<file path="src/rtl/irq_accept_pkg.sv">
package irq_accept_pkg;
    typedef enum logic [1:0] {
        IE_OFF    = 2'd0,
        IE_SHADOW = 2'd1,
        IE_ON     = 2'd2
    } ie_state_t;

    localparam int          TS_W      = 5;
    localparam logic [15:0] NMI_ENTRY = 16'h0066;
    localparam logic [15:0] IM1_ENTRY = 16'h0038;
    localparam logic [7:0]  RST_MASK  = 8'h38;
    localparam logic [TS_W-1:0] TS_NMI   = 5'd11;
    localparam logic [TS_W-1:0] TS_RST   = 5'd13;
    localparam logic [TS_W-1:0] TS_TABLE = 5'd19;
endpackage

</file>
<file path="src/rtl/irq_vec_pick.sv">
module irq_vec_pick #(
    parameter int LINES = 8
) (
    input  logic [LINES-1:0]   pend_i,
    input  logic [LINES*8-1:0] data_i,
    output logic               any_o,
    output logic [LINES-1:0]   grant_o,
    output logic [7:0]         byte_o
);
    always_comb begin
        grant_o = '0;
        byte_o  = '0;
        for (int i = LINES - 1; i >= 0; i--) begin
            if (pend_i[i]) begin
                grant_o    = '0;
                grant_o[i] = 1'b1;
                byte_o     = data_i[i*8 +: 8];
            end
        end
    end

    assign any_o = |pend_i;

    // never more than one line granted
    always_comb begin
        p_grant_onehot_r7: assert ($onehot0(grant_o))
            else $error("grant not one-hot");
    end
endmodule

</file>
<file path="src/rtl/irq_enable_fsm.sv">
module irq_enable_fsm
    import irq_accept_pkg::*;
(
    input  logic clk,
    input  logic rst_n,
    input  logic boundary_i,
    input  logic take_nmi_i,
    input  logic take_mi_i,
    input  logic ei_i,
    input  logic di_i,
    input  logic retn_i,
    output logic iff1_o,
    output logic iff2_o,
    output logic mi_open_o
);
    ie_state_t st_q, st_nx;
    logic      iff2_q, iff2_nx;

    always_ff @(posedge clk) begin
        if (!rst_n) begin
            st_q   <= IE_OFF;
            iff2_q <= 1'b0;
        end else begin
            st_q   <= st_nx;
            iff2_q <= iff2_nx;
        end
    end

    always_comb begin
        st_nx   = st_q;
        iff2_nx = iff2_q;
        if (take_nmi_i) begin
            st_nx = IE_OFF;
        end else if (take_mi_i) begin
            st_nx   = IE_OFF;
            iff2_nx = 1'b0;
        end else if (di_i) begin
            st_nx   = IE_OFF;
            iff2_nx = 1'b0;
        end else if (ei_i) begin
            st_nx   = IE_SHADOW;
            iff2_nx = 1'b1;
        end else if (retn_i) begin
            st_nx = iff2_q ? IE_ON : IE_OFF;
        end else begin
            unique case (st_q)
                IE_OFF:    st_nx = IE_OFF;
                IE_SHADOW: st_nx = boundary_i ? IE_ON : IE_SHADOW;
                IE_ON:     st_nx = IE_ON;
                default:   st_nx = IE_OFF;
            endcase
        end
    end

    always_comb begin
        iff1_o    = (st_q != IE_OFF);
        iff2_o    = iff2_q;
        mi_open_o = (st_q == IE_ON);
    end

    p_nmi_keeps_iff2_r3: assert property (@(posedge clk) disable iff (!rst_n)
        take_nmi_i |=> (!iff1_o && (iff2_o == $past(iff2_o))));
    p_mi_clears_both_r6: assert property (@(posedge clk) disable iff (!rst_n)
        take_mi_i |=> (!iff1_o && !iff2_o));
    p_shadow_blocks_r11: assert property (@(posedge clk) disable iff (!rst_n)
        (st_q == IE_SHADOW) |-> !take_mi_i);
    p_ei_sets_r9: assert property (@(posedge clk) disable iff (!rst_n)
        (ei_i && !di_i && !take_nmi_i && !take_mi_i) |=> (iff1_o && iff2_o));
    p_retn_copy_r9: assert property (@(posedge clk) disable iff (!rst_n)
        (retn_i && !ei_i && !di_i && !take_nmi_i && !take_mi_i) |=> (iff1_o == $past(iff2_o)));
endmodule

</file>
<file path="src/rtl/irq_accept_unit.sv">
module irq_accept_unit
    import irq_accept_pkg::*;
#(
    parameter int LINES = 8,
    parameter int PC_W  = 16
) (
    input  logic               clk,
    input  logic               rst_n,
    input  logic               boundary_i,
    input  logic               nmi_i,
    input  logic [LINES-1:0]   vec_set_i,
    input  logic [LINES*8-1:0] vec_data_i,
    input  logic [1:0]         im_mode_i,
    input  logic [7:0]         ireg_i,
    input  logic               ei_i,
    input  logic               di_i,
    input  logic               retn_i,
    input  logic [PC_W-1:0]    pc_i,
    input  logic               halt_at_pc_i,
    input  logic               stop_on_halt_i,
    input  logic [7:0]         ld_val_i,
    input  logic [7:0]         flags_in_i,
    output logic               accept_o,
    output logic               nmi_taken_o,
    output logic [PC_W-1:0]    push_o,
    output logic [PC_W-1:0]    target_o,
    output logic               target_is_ptr_o,
    output logic [TS_W-1:0]    tstates_o,
    output logic               iff1_o,
    output logic               iff2_o,
    output logic               nmi_pend_o,
    output logic [LINES-1:0]   vec_pend_o,
    output logic [7:0]         flags_o
);
    localparam logic [7:0] KEEP_MASK = 8'h29;

    logic             nmi_q;
    logic [LINES-1:0] vec_q, grant, clr;
    logic [7:0]       sel_byte;
    logic             any_vec, mi_open, take_nmi, take_mi;
    logic [PC_W-1:0]  ret_pc, tgt_nx;
    logic             ptr_nx;
    logic [TS_W-1:0]  ts_nx;

    irq_vec_pick #(.LINES(LINES)) pick_i (
        .pend_i (vec_q),
        .data_i (vec_data_i),
        .any_o  (any_vec),
        .grant_o(grant),
        .byte_o (sel_byte)
    );

    irq_enable_fsm fsm_i (
        .clk       (clk),
        .rst_n     (rst_n),
        .boundary_i(boundary_i),
        .take_nmi_i(take_nmi),
        .take_mi_i (take_mi),
        .ei_i      (ei_i),
        .di_i      (di_i),
        .retn_i    (retn_i),
        .iff1_o    (iff1_o),
        .iff2_o    (iff2_o),
        .mi_open_o (mi_open)
    );

    assign take_nmi = boundary_i && nmi_q;
    assign take_mi  = boundary_i && !nmi_q && any_vec && mi_open;
    assign clr      = take_mi ? grant : '0;
    assign ret_pc   = (halt_at_pc_i && !stop_on_halt_i) ? pc_i + PC_W'(1) : pc_i;

    always_comb begin
        ptr_nx = 1'b0;
        ts_nx  = TS_RST;
        tgt_nx = PC_W'(IM1_ENTRY);
        if (take_nmi) begin
            tgt_nx = PC_W'(NMI_ENTRY);
            ts_nx  = TS_NMI;
        end else begin
            case (im_mode_i)
                2'd0: tgt_nx = PC_W'(sel_byte & RST_MASK);
                2'd2: begin
                    tgt_nx = PC_W'({ireg_i, sel_byte});
                    ptr_nx = 1'b1;
                    ts_nx  = TS_TABLE;
                end
                default: tgt_nx = PC_W'(IM1_ENTRY);
            endcase
        end
    end

    always_ff @(posedge clk) begin
        if (!rst_n) begin
            nmi_q           <= 1'b0;
            vec_q           <= '0;
            accept_o        <= 1'b0;
            nmi_taken_o     <= 1'b0;
            push_o          <= '0;
            target_o        <= '0;
            target_is_ptr_o <= 1'b0;
            tstates_o       <= '0;
        end else begin
            nmi_q    <= nmi_i ? 1'b1 : (take_nmi ? 1'b0 : nmi_q);
            vec_q    <= (vec_q & ~clr) | vec_set_i;
            accept_o <= take_nmi || take_mi;
            if (take_nmi || take_mi) begin
                nmi_taken_o     <= take_nmi;
                push_o          <= ret_pc;
                target_o        <= tgt_nx;
                target_is_ptr_o <= ptr_nx;
                tstates_o       <= ts_nx;
            end
        end
    end

    assign nmi_pend_o = nmi_q;
    assign vec_pend_o = vec_q;
    assign flags_o    = (flags_in_i & KEEP_MASK)
                      | {ld_val_i[7], (ld_val_i == 8'h00), 3'b000, iff2_o, 2'b00};

    p_nmi_first_r2: assert property (@(posedge clk) disable iff (!rst_n)
        (boundary_i && nmi_q) |=> (accept_o && nmi_taken_o));
    p_nmi_latch_clear_r2: assert property (@(posedge clk) disable iff (!rst_n)
        (take_nmi && !nmi_i) |=> !nmi_pend_o);
    p_nmi_entry_r4: assert property (@(posedge clk) disable iff (!rst_n)
        (accept_o && nmi_taken_o) |-> (target_o == PC_W'(16'h0066) && tstates_o == 5'd11));
    p_halt_return_r5: assert property (@(posedge clk) disable iff (!rst_n)
        ((take_nmi || take_mi) && halt_at_pc_i && !stop_on_halt_i) |=> (push_o == $past(pc_i) + PC_W'(1)));
    p_one_bit_cleared_r7: assert property (@(posedge clk) disable iff (!rst_n)
        (take_mi && vec_set_i == '0) |=> ($countones(vec_pend_o) == $countones($past(vec_pend_o)) - 1));
endmodule

</file>
<file path="config.mk">
export PLATFORM = sky130hd
export DESIGN_NAME = irq_accept_unit
export DESIGN_NICKNAME = d
export VERILOG_FILES = /design/src/rtl/irq_accept_pkg.sv /design/src/rtl/irq_vec_pick.sv /design/src/rtl/irq_enable_fsm.sv /design/src/rtl/irq_accept_unit.sv
export SDC_FILE = /design/constraint.sdc
export NUM_CORES = 1
export LEC_CHECK = 0
export BUFFER_PORTS_ARGS = -buffer_cell sky130_fd_sc_hd__buf_2
export CORE_AREA = 4 4 90 92
export CTS_CLUSTER_SIZE = 28
export DETAILED_ROUTE_END_ITERATION = 10
export DIE_AREA = 0 0 94 96
export PLACE_DENSITY = 0.75
export SLEW_MARGIN = 20
export SYNTH_ARGS = -nofsm -noshare
export SYNTH_HDL_FRONTEND = slang
export SYNTH_HIERARCHICAL = 1
export SYNTH_SLANG_ARGS = --single-unit
export TNS_END_PERCENT = 50
</file>
<file path="constraint.sdc">
create_clock -name clk -period 7.1 [get_ports clk]
set_input_delay 1.42 -clock clk [delete_from_list [all_inputs] [get_ports clk]]
set_output_delay 1.42 -clock clk [all_outputs]
set_load 0.02 [all_outputs]
</file>
# Word level (Yosys, flattened, before mapping)
# Cells that the tools add are included.
[word_totals]
register_bits = 52
latchBits = 0
ramBits = 0
rom_bits = 0
in_bits = 123
out_inout_bits = 59
wordCells = 72
n_memories = 0
[op_classes]
add_sub_neg = 1
n_mul = 0
div = 0
magnitude_cmp = 0
n_eq_ne = 3
shift = 0
n_mux = 34
bitwise = 6
reduce_logical = 17
[ops]
columns = ["op", "n"]
rows = [
  ["8-bit 2-to-1 mux", 17],
  ["16-bit 2-to-1 mux", 2],
  ["16-bit case mux with 2 select lines", 1],
  ["16-bit by 1-bit adder with 16-bit output (second input constant)", 1],
  ["5-bit 2-to-1 mux", 2],
  ["8-bit bitwise AND", 1],
  ["8-bit logical NOT", 1],
  ["1-bit 2-to-1 mux", 8],
  ["8-bit NOT", 1],
  ["6-bit by 8-bit bitwise OR with 8-bit output", 1],
  ["8-bit bitwise OR", 1],
  ["8-bit OR reduction", 1],
  ["2-bit 2-to-1 mux", 3],
  ["1-bit logical AND", 5],
  ["5-bit OR reduction", 1],
  ["2-bit == test (second input constant)", 2],
  ["2-bit case mux with 2 select lines", 1],
  ["2-bit nonzero test", 2],
  ["4-bit OR reduction", 1],
  ["3-bit nonzero test", 1],
  ["2-bit by 1-bit == test with 1-bit output (second input constant)", 1],
  ["1-bit logical NOT", 2],
  ["2-bit logical NOT", 1],
  ["1-bit NOT", 2],
  ["other kinds (2)", 2],
]

# Longest topological paths before layout
[logic_depth]
ltp_word = 12
ltp_mapped = 10
ltp_nobuf = 8

# By module
# Netlist, hierarchy kept.
[modules_own_cells]
columns = ["mod", "n_inst", "cells_per_inst", "area_per_inst_um2", "seq_area_each_um2"]
rows = [
  ["irq_accept_unit", 1, 232, 2100.8, 960.9],
  ["irq_vec_pick", 1, 88, 558.0, 0.0],
  ["irq_enable_fsm", 1, 19, 193.9, 60.1],
]

# Worst setup path after synthesis
# OpenSTA, ideal clock, no wires.
[synth_timing]
kind = "input to output"
start = "input ld_val_i[5]"
end = "output flags_o[6]"
arrival_time_ns = 2.239
t_required_ns = 5.680
path_slack_ns = 3.441
cell_stages = 2
path_buffers = 0
cell_sequence = "or4_1 -> nor2_1"
[synth_via]
elab_chain_len = 2
[synth_rtl]
columns = ["element", "line", "text"]
rows = [
  ["start, declared", "irq_accept_unit.sv:21", "input logic [7:0] ld_val_i,"],
  ["8-bit logical NOT", "irq_accept_unit.sv:119", "| {ld_val_i[7], (ld_val_i == 8'h00), 3'b000, iff2_o, 2'b00};"],
  ["6-bit by 8-bit bitwise OR with 8-bit output", "irq_accept_unit.sv:119", ""],
  ["end, declared", "irq_accept_unit.sv:33", "output logic [7:0] flags_o"],
]
# Every way passes these cells.

# Worst setup path in the final report
# Same ends and word-level chain as after synthesis.

==> flow_summary.toml <==
[grt]
grt_max_degree = 50
grt_overflow_total = 0
grt_pass1_wl_um = 12940
grtUsageTotal = 0.1794
grt_pass1_vias = 2771
antenna_found_initial = 0

[critical_path]
r2r_end = "fsm_i/st_q[1]"
worst-path-buf-inv = 2
required_ns = 5.68
crit_path_start_kind = "primary input"
critPathSlowestCell = "or4_1"
startpoint = "ld_val_i[5]"
reg2reg_from = "vec_pend_o[0]"
crit_cells = 4
critical-path-top-delay-family = "simple AND/OR/NAND/NOR gates"
reg2reg_slack_ns = 4.06
critical_path.endpoint = "flags_o[6]"
max_stage_delay_ns = 0.51
critPathMaxFanout = 1
path_class = "in -> out"
reg2reg_depth = 7
crit_chain = "buf_2, or4_1, nor2_1, buf_2"
critPathCaptureType = "output port"
crit_path_frequent_cell = "buf_2"
cp.arrival_ns = 2.29

[power]
p_int_mw = 0.4523
power_density_nw_per_um2 = 167.6
total_power_mw = 0.6320
ir_worst_vdd_uv = 94.83
power.share.clock = 0.286
p_leak_nw = 1.762
netSwitchingFraction = 0.2844
netSwitchingPower_mw = 0.1798
pwr-share-seq = 0.493
combPwrFrac = 0.221

[sta]
maxSlewHeadroom = 0.3398
hold_viol = 0
post-route-min-period_ns = 3.709
fin_crit_sh = 0.5223
fin_setup_tns_ns = 0
setup-violations-final = 0
clock.fmax_mhz = 269.6
drv_slew = 0
worst_pin_slew_ns = 0.9904
rsz0062_at_grt = "false"
fin_skew_ns = 0.002796

[placement]
port_buffers = 168
dp_hpwl_um = 6807
gp_congestion = 0.8261

[clocking]
cts_buffers = 5
postCtsSetupRepairBufs = 0
root_buffer = "clkbuf_8"
hold_buffers = 0
cts_sinks = 51
clock_latency_ns = 0.29
cts_resized = 0
cts_tree = "yes"
clk_pin_slew_ns = 0.09
clockBufferDepth = 2
htreeDepth = 2

[logic_synthesis]
synthAdderAreaFrac = 0.01754
synth_cell_types = 51
synth_ff_type = "dfxtp_1"
syn_inst = 339
ys_ff_latch = 51
synth_compound_area_frac = 0.2316
synth-edff-count = 0
synth_top_family_by_area = "simple AND/OR/NAND/NOR gates"
async_reset_ff_frac = 0
synth_seq_area_share = 0.3579
synthSimpleGateAreaFrac = 0.2754
synthMuxAreaShare = 0.007018
avgSynthCellArea_um2 = 8.415
synth_xor_area_frac = 0.03991
synth_warnings = 6
mappedNetlistArea_um2 = 2853

[detailed_routing]
drc = 0
wl_um = 8675
drtAntennaViolNets = 0
vias = 3008
dr.pass1.iters = 4
viasPerCell = 5.133
drt_iter0_markers = 96
wl_per_cell_um = 14.80

[floorplanning]
ioPinCount = 182
coreArea_um2 = 7214
die_x_um = 94
die_area_um2 = 9024
start_util = 0.3954
row_count = 31
die_h_um = 96

[hold_path]
holdCritPathClass = "reg -> reg"

[finish]
drive_above_1_share = 0.3799
finalNetCount = 613
num_antenna_cells = 0
area.growth.synth_to_final_pct = 32.19

[flow_run]
max-cap-violations = 0

[run_status]
status = "finished clean"
==> worst reg2reg max path, stage by stage, from the launching register on <==
cell and delay [ns]:
dfxtp_1 0.52, or4_1 0.82, nor2_4 0.18, nand3b_1 0.14, nand4b_2 0.27, inv_1 0.29
or4b_4 0.61, nor4_2 0.13
==> how the worst min path moves through the flow <==
stage,start,end,slack [ns],cells past startpoint
floorplan,target_o[3],target_o[3],0.55,2
global placement,tstates_o[0],tstates_o[0],0.44,1
detailed placement,tstates_o[0],tstates_o[0],0.45,1
CTS,tstates_o[0],tstates_o[0],0.48,1
global route,tstates_o[0],tstates_o[0],0.49,1
finish,tstates_o[0],tstates_o[0],0.47,1
==> state kept, by name, summed over array words and instances (netlist names) <==
name,flops
accept_o,1
fsm_i/iff2_o,1
fsm_i/st_q,2
nmi_pend_o,1
nmi_taken_o,1
push_o,16
target_is_ptr_o,1
target_o,16
tstates_o,4
vec_pend_o,8
==> logic make-up (layout without fill, tap and decap cells) <==
group           Yosys count  in the layout
mux                       2              2
fa+ha+maj                 4              4
xor+xnor                 13             13
compound gates           97             97
buf+inv                  40            187
flops                    51             51
simple gates            131            131
other cells               1              2
==> power groups by stage <==
stage | clock (mW) | combinational [mW] | sequential (mW)
5_1_grt | 0.201 | 0.153 | 0.314
4_1_cts | 0.188 | 0.140 | 0.312
2_1_floorplan | 0 | 0.0710 | 0.328
3_5_place_dp | 0 | 0.140 | 0.318
3_3_place_gp | 0 | 0.137 | 0.318
6_report | 0.181 | 0.140 | 0.312
==> metrics by stage <==
step / util / setup slack (ns) / hold WS, ns / std cells / area (µm²)
6_report: 0.5227 / 3.391 / 0.4728 / 586 / 3771
5_1_grt: 0.5227 / 3.350 / 0.4950 / 586 / 3771
4_1_cts: 0.5227 / 3.387 / 0.4786 / 586 / 3771
3_5_place_dp: 0.5088 / 3.391 / 0.4547 / 578 / 3671
3_3_place_gp: 0.5080 / 3.396 / 0.4446 / 578 / 3665
2_1_floorplan: - / 3.441 / 0.5533 / 340 / 2856
==> area by class of cell <==
cell class                      instances  area (µm²)
Fill cell                             721        3443
Inverter                               11       41.29
Sequential cell                        51        1021
Timing Repair Buffer                  168       840.8
Clock buffer                            8       100.1
Tap cell                               99       123.9
Multi-Input combinational cell        249        1644
==> synth_stat cells (all sizes together) (3+ instances only) <==
library cell,count,area [µm²]
a211o,8,70.07
a21oi,23,115.1
a221oi,19,166.4
a22oi,10,75.07
and2,3,18.77
and3,3,18.77
buf,13,96.34
clkbuf,16,60.06
dfxtp,51,1021
ha,4,50.05
inv,10,37.54
nand2,25,93.84
nand3b,4,30.03
nand4,4,40.04
nor2,17,71.32
nor2b,37,231.5
nor3,13,65.06
nor3b,4,35.03
nor4,5,37.53
o211a,3,30.03
o21ai,22,110.1
or3,3,23.77
or4,4,30.03
xnor2,10,87.58
xor2,3,26.28
==> routing by layer <==
metal,GRT usage,routed length (µm),vias to the layer above
met5,0,0,-
met4,0.04452,104,0
met3,0.05473,834,10
met2,0.3264,4217,125
met1,0.2048,3519,1363
li1,-,-,1510
==> cells in the final DEF, fill, tap and decap left out, drive strengths merged, types with 10 or more instances in the layout <==
cell      n
a21oi    23
nor2     17
a221oi   19
inv      10
a22oi    10
nor2b    37
dfxtp    51
nand2    25
buf     168
xnor2    10
o21ai    22
nor3     13
No activity file was read; power rests on OpenSTA's default activity.
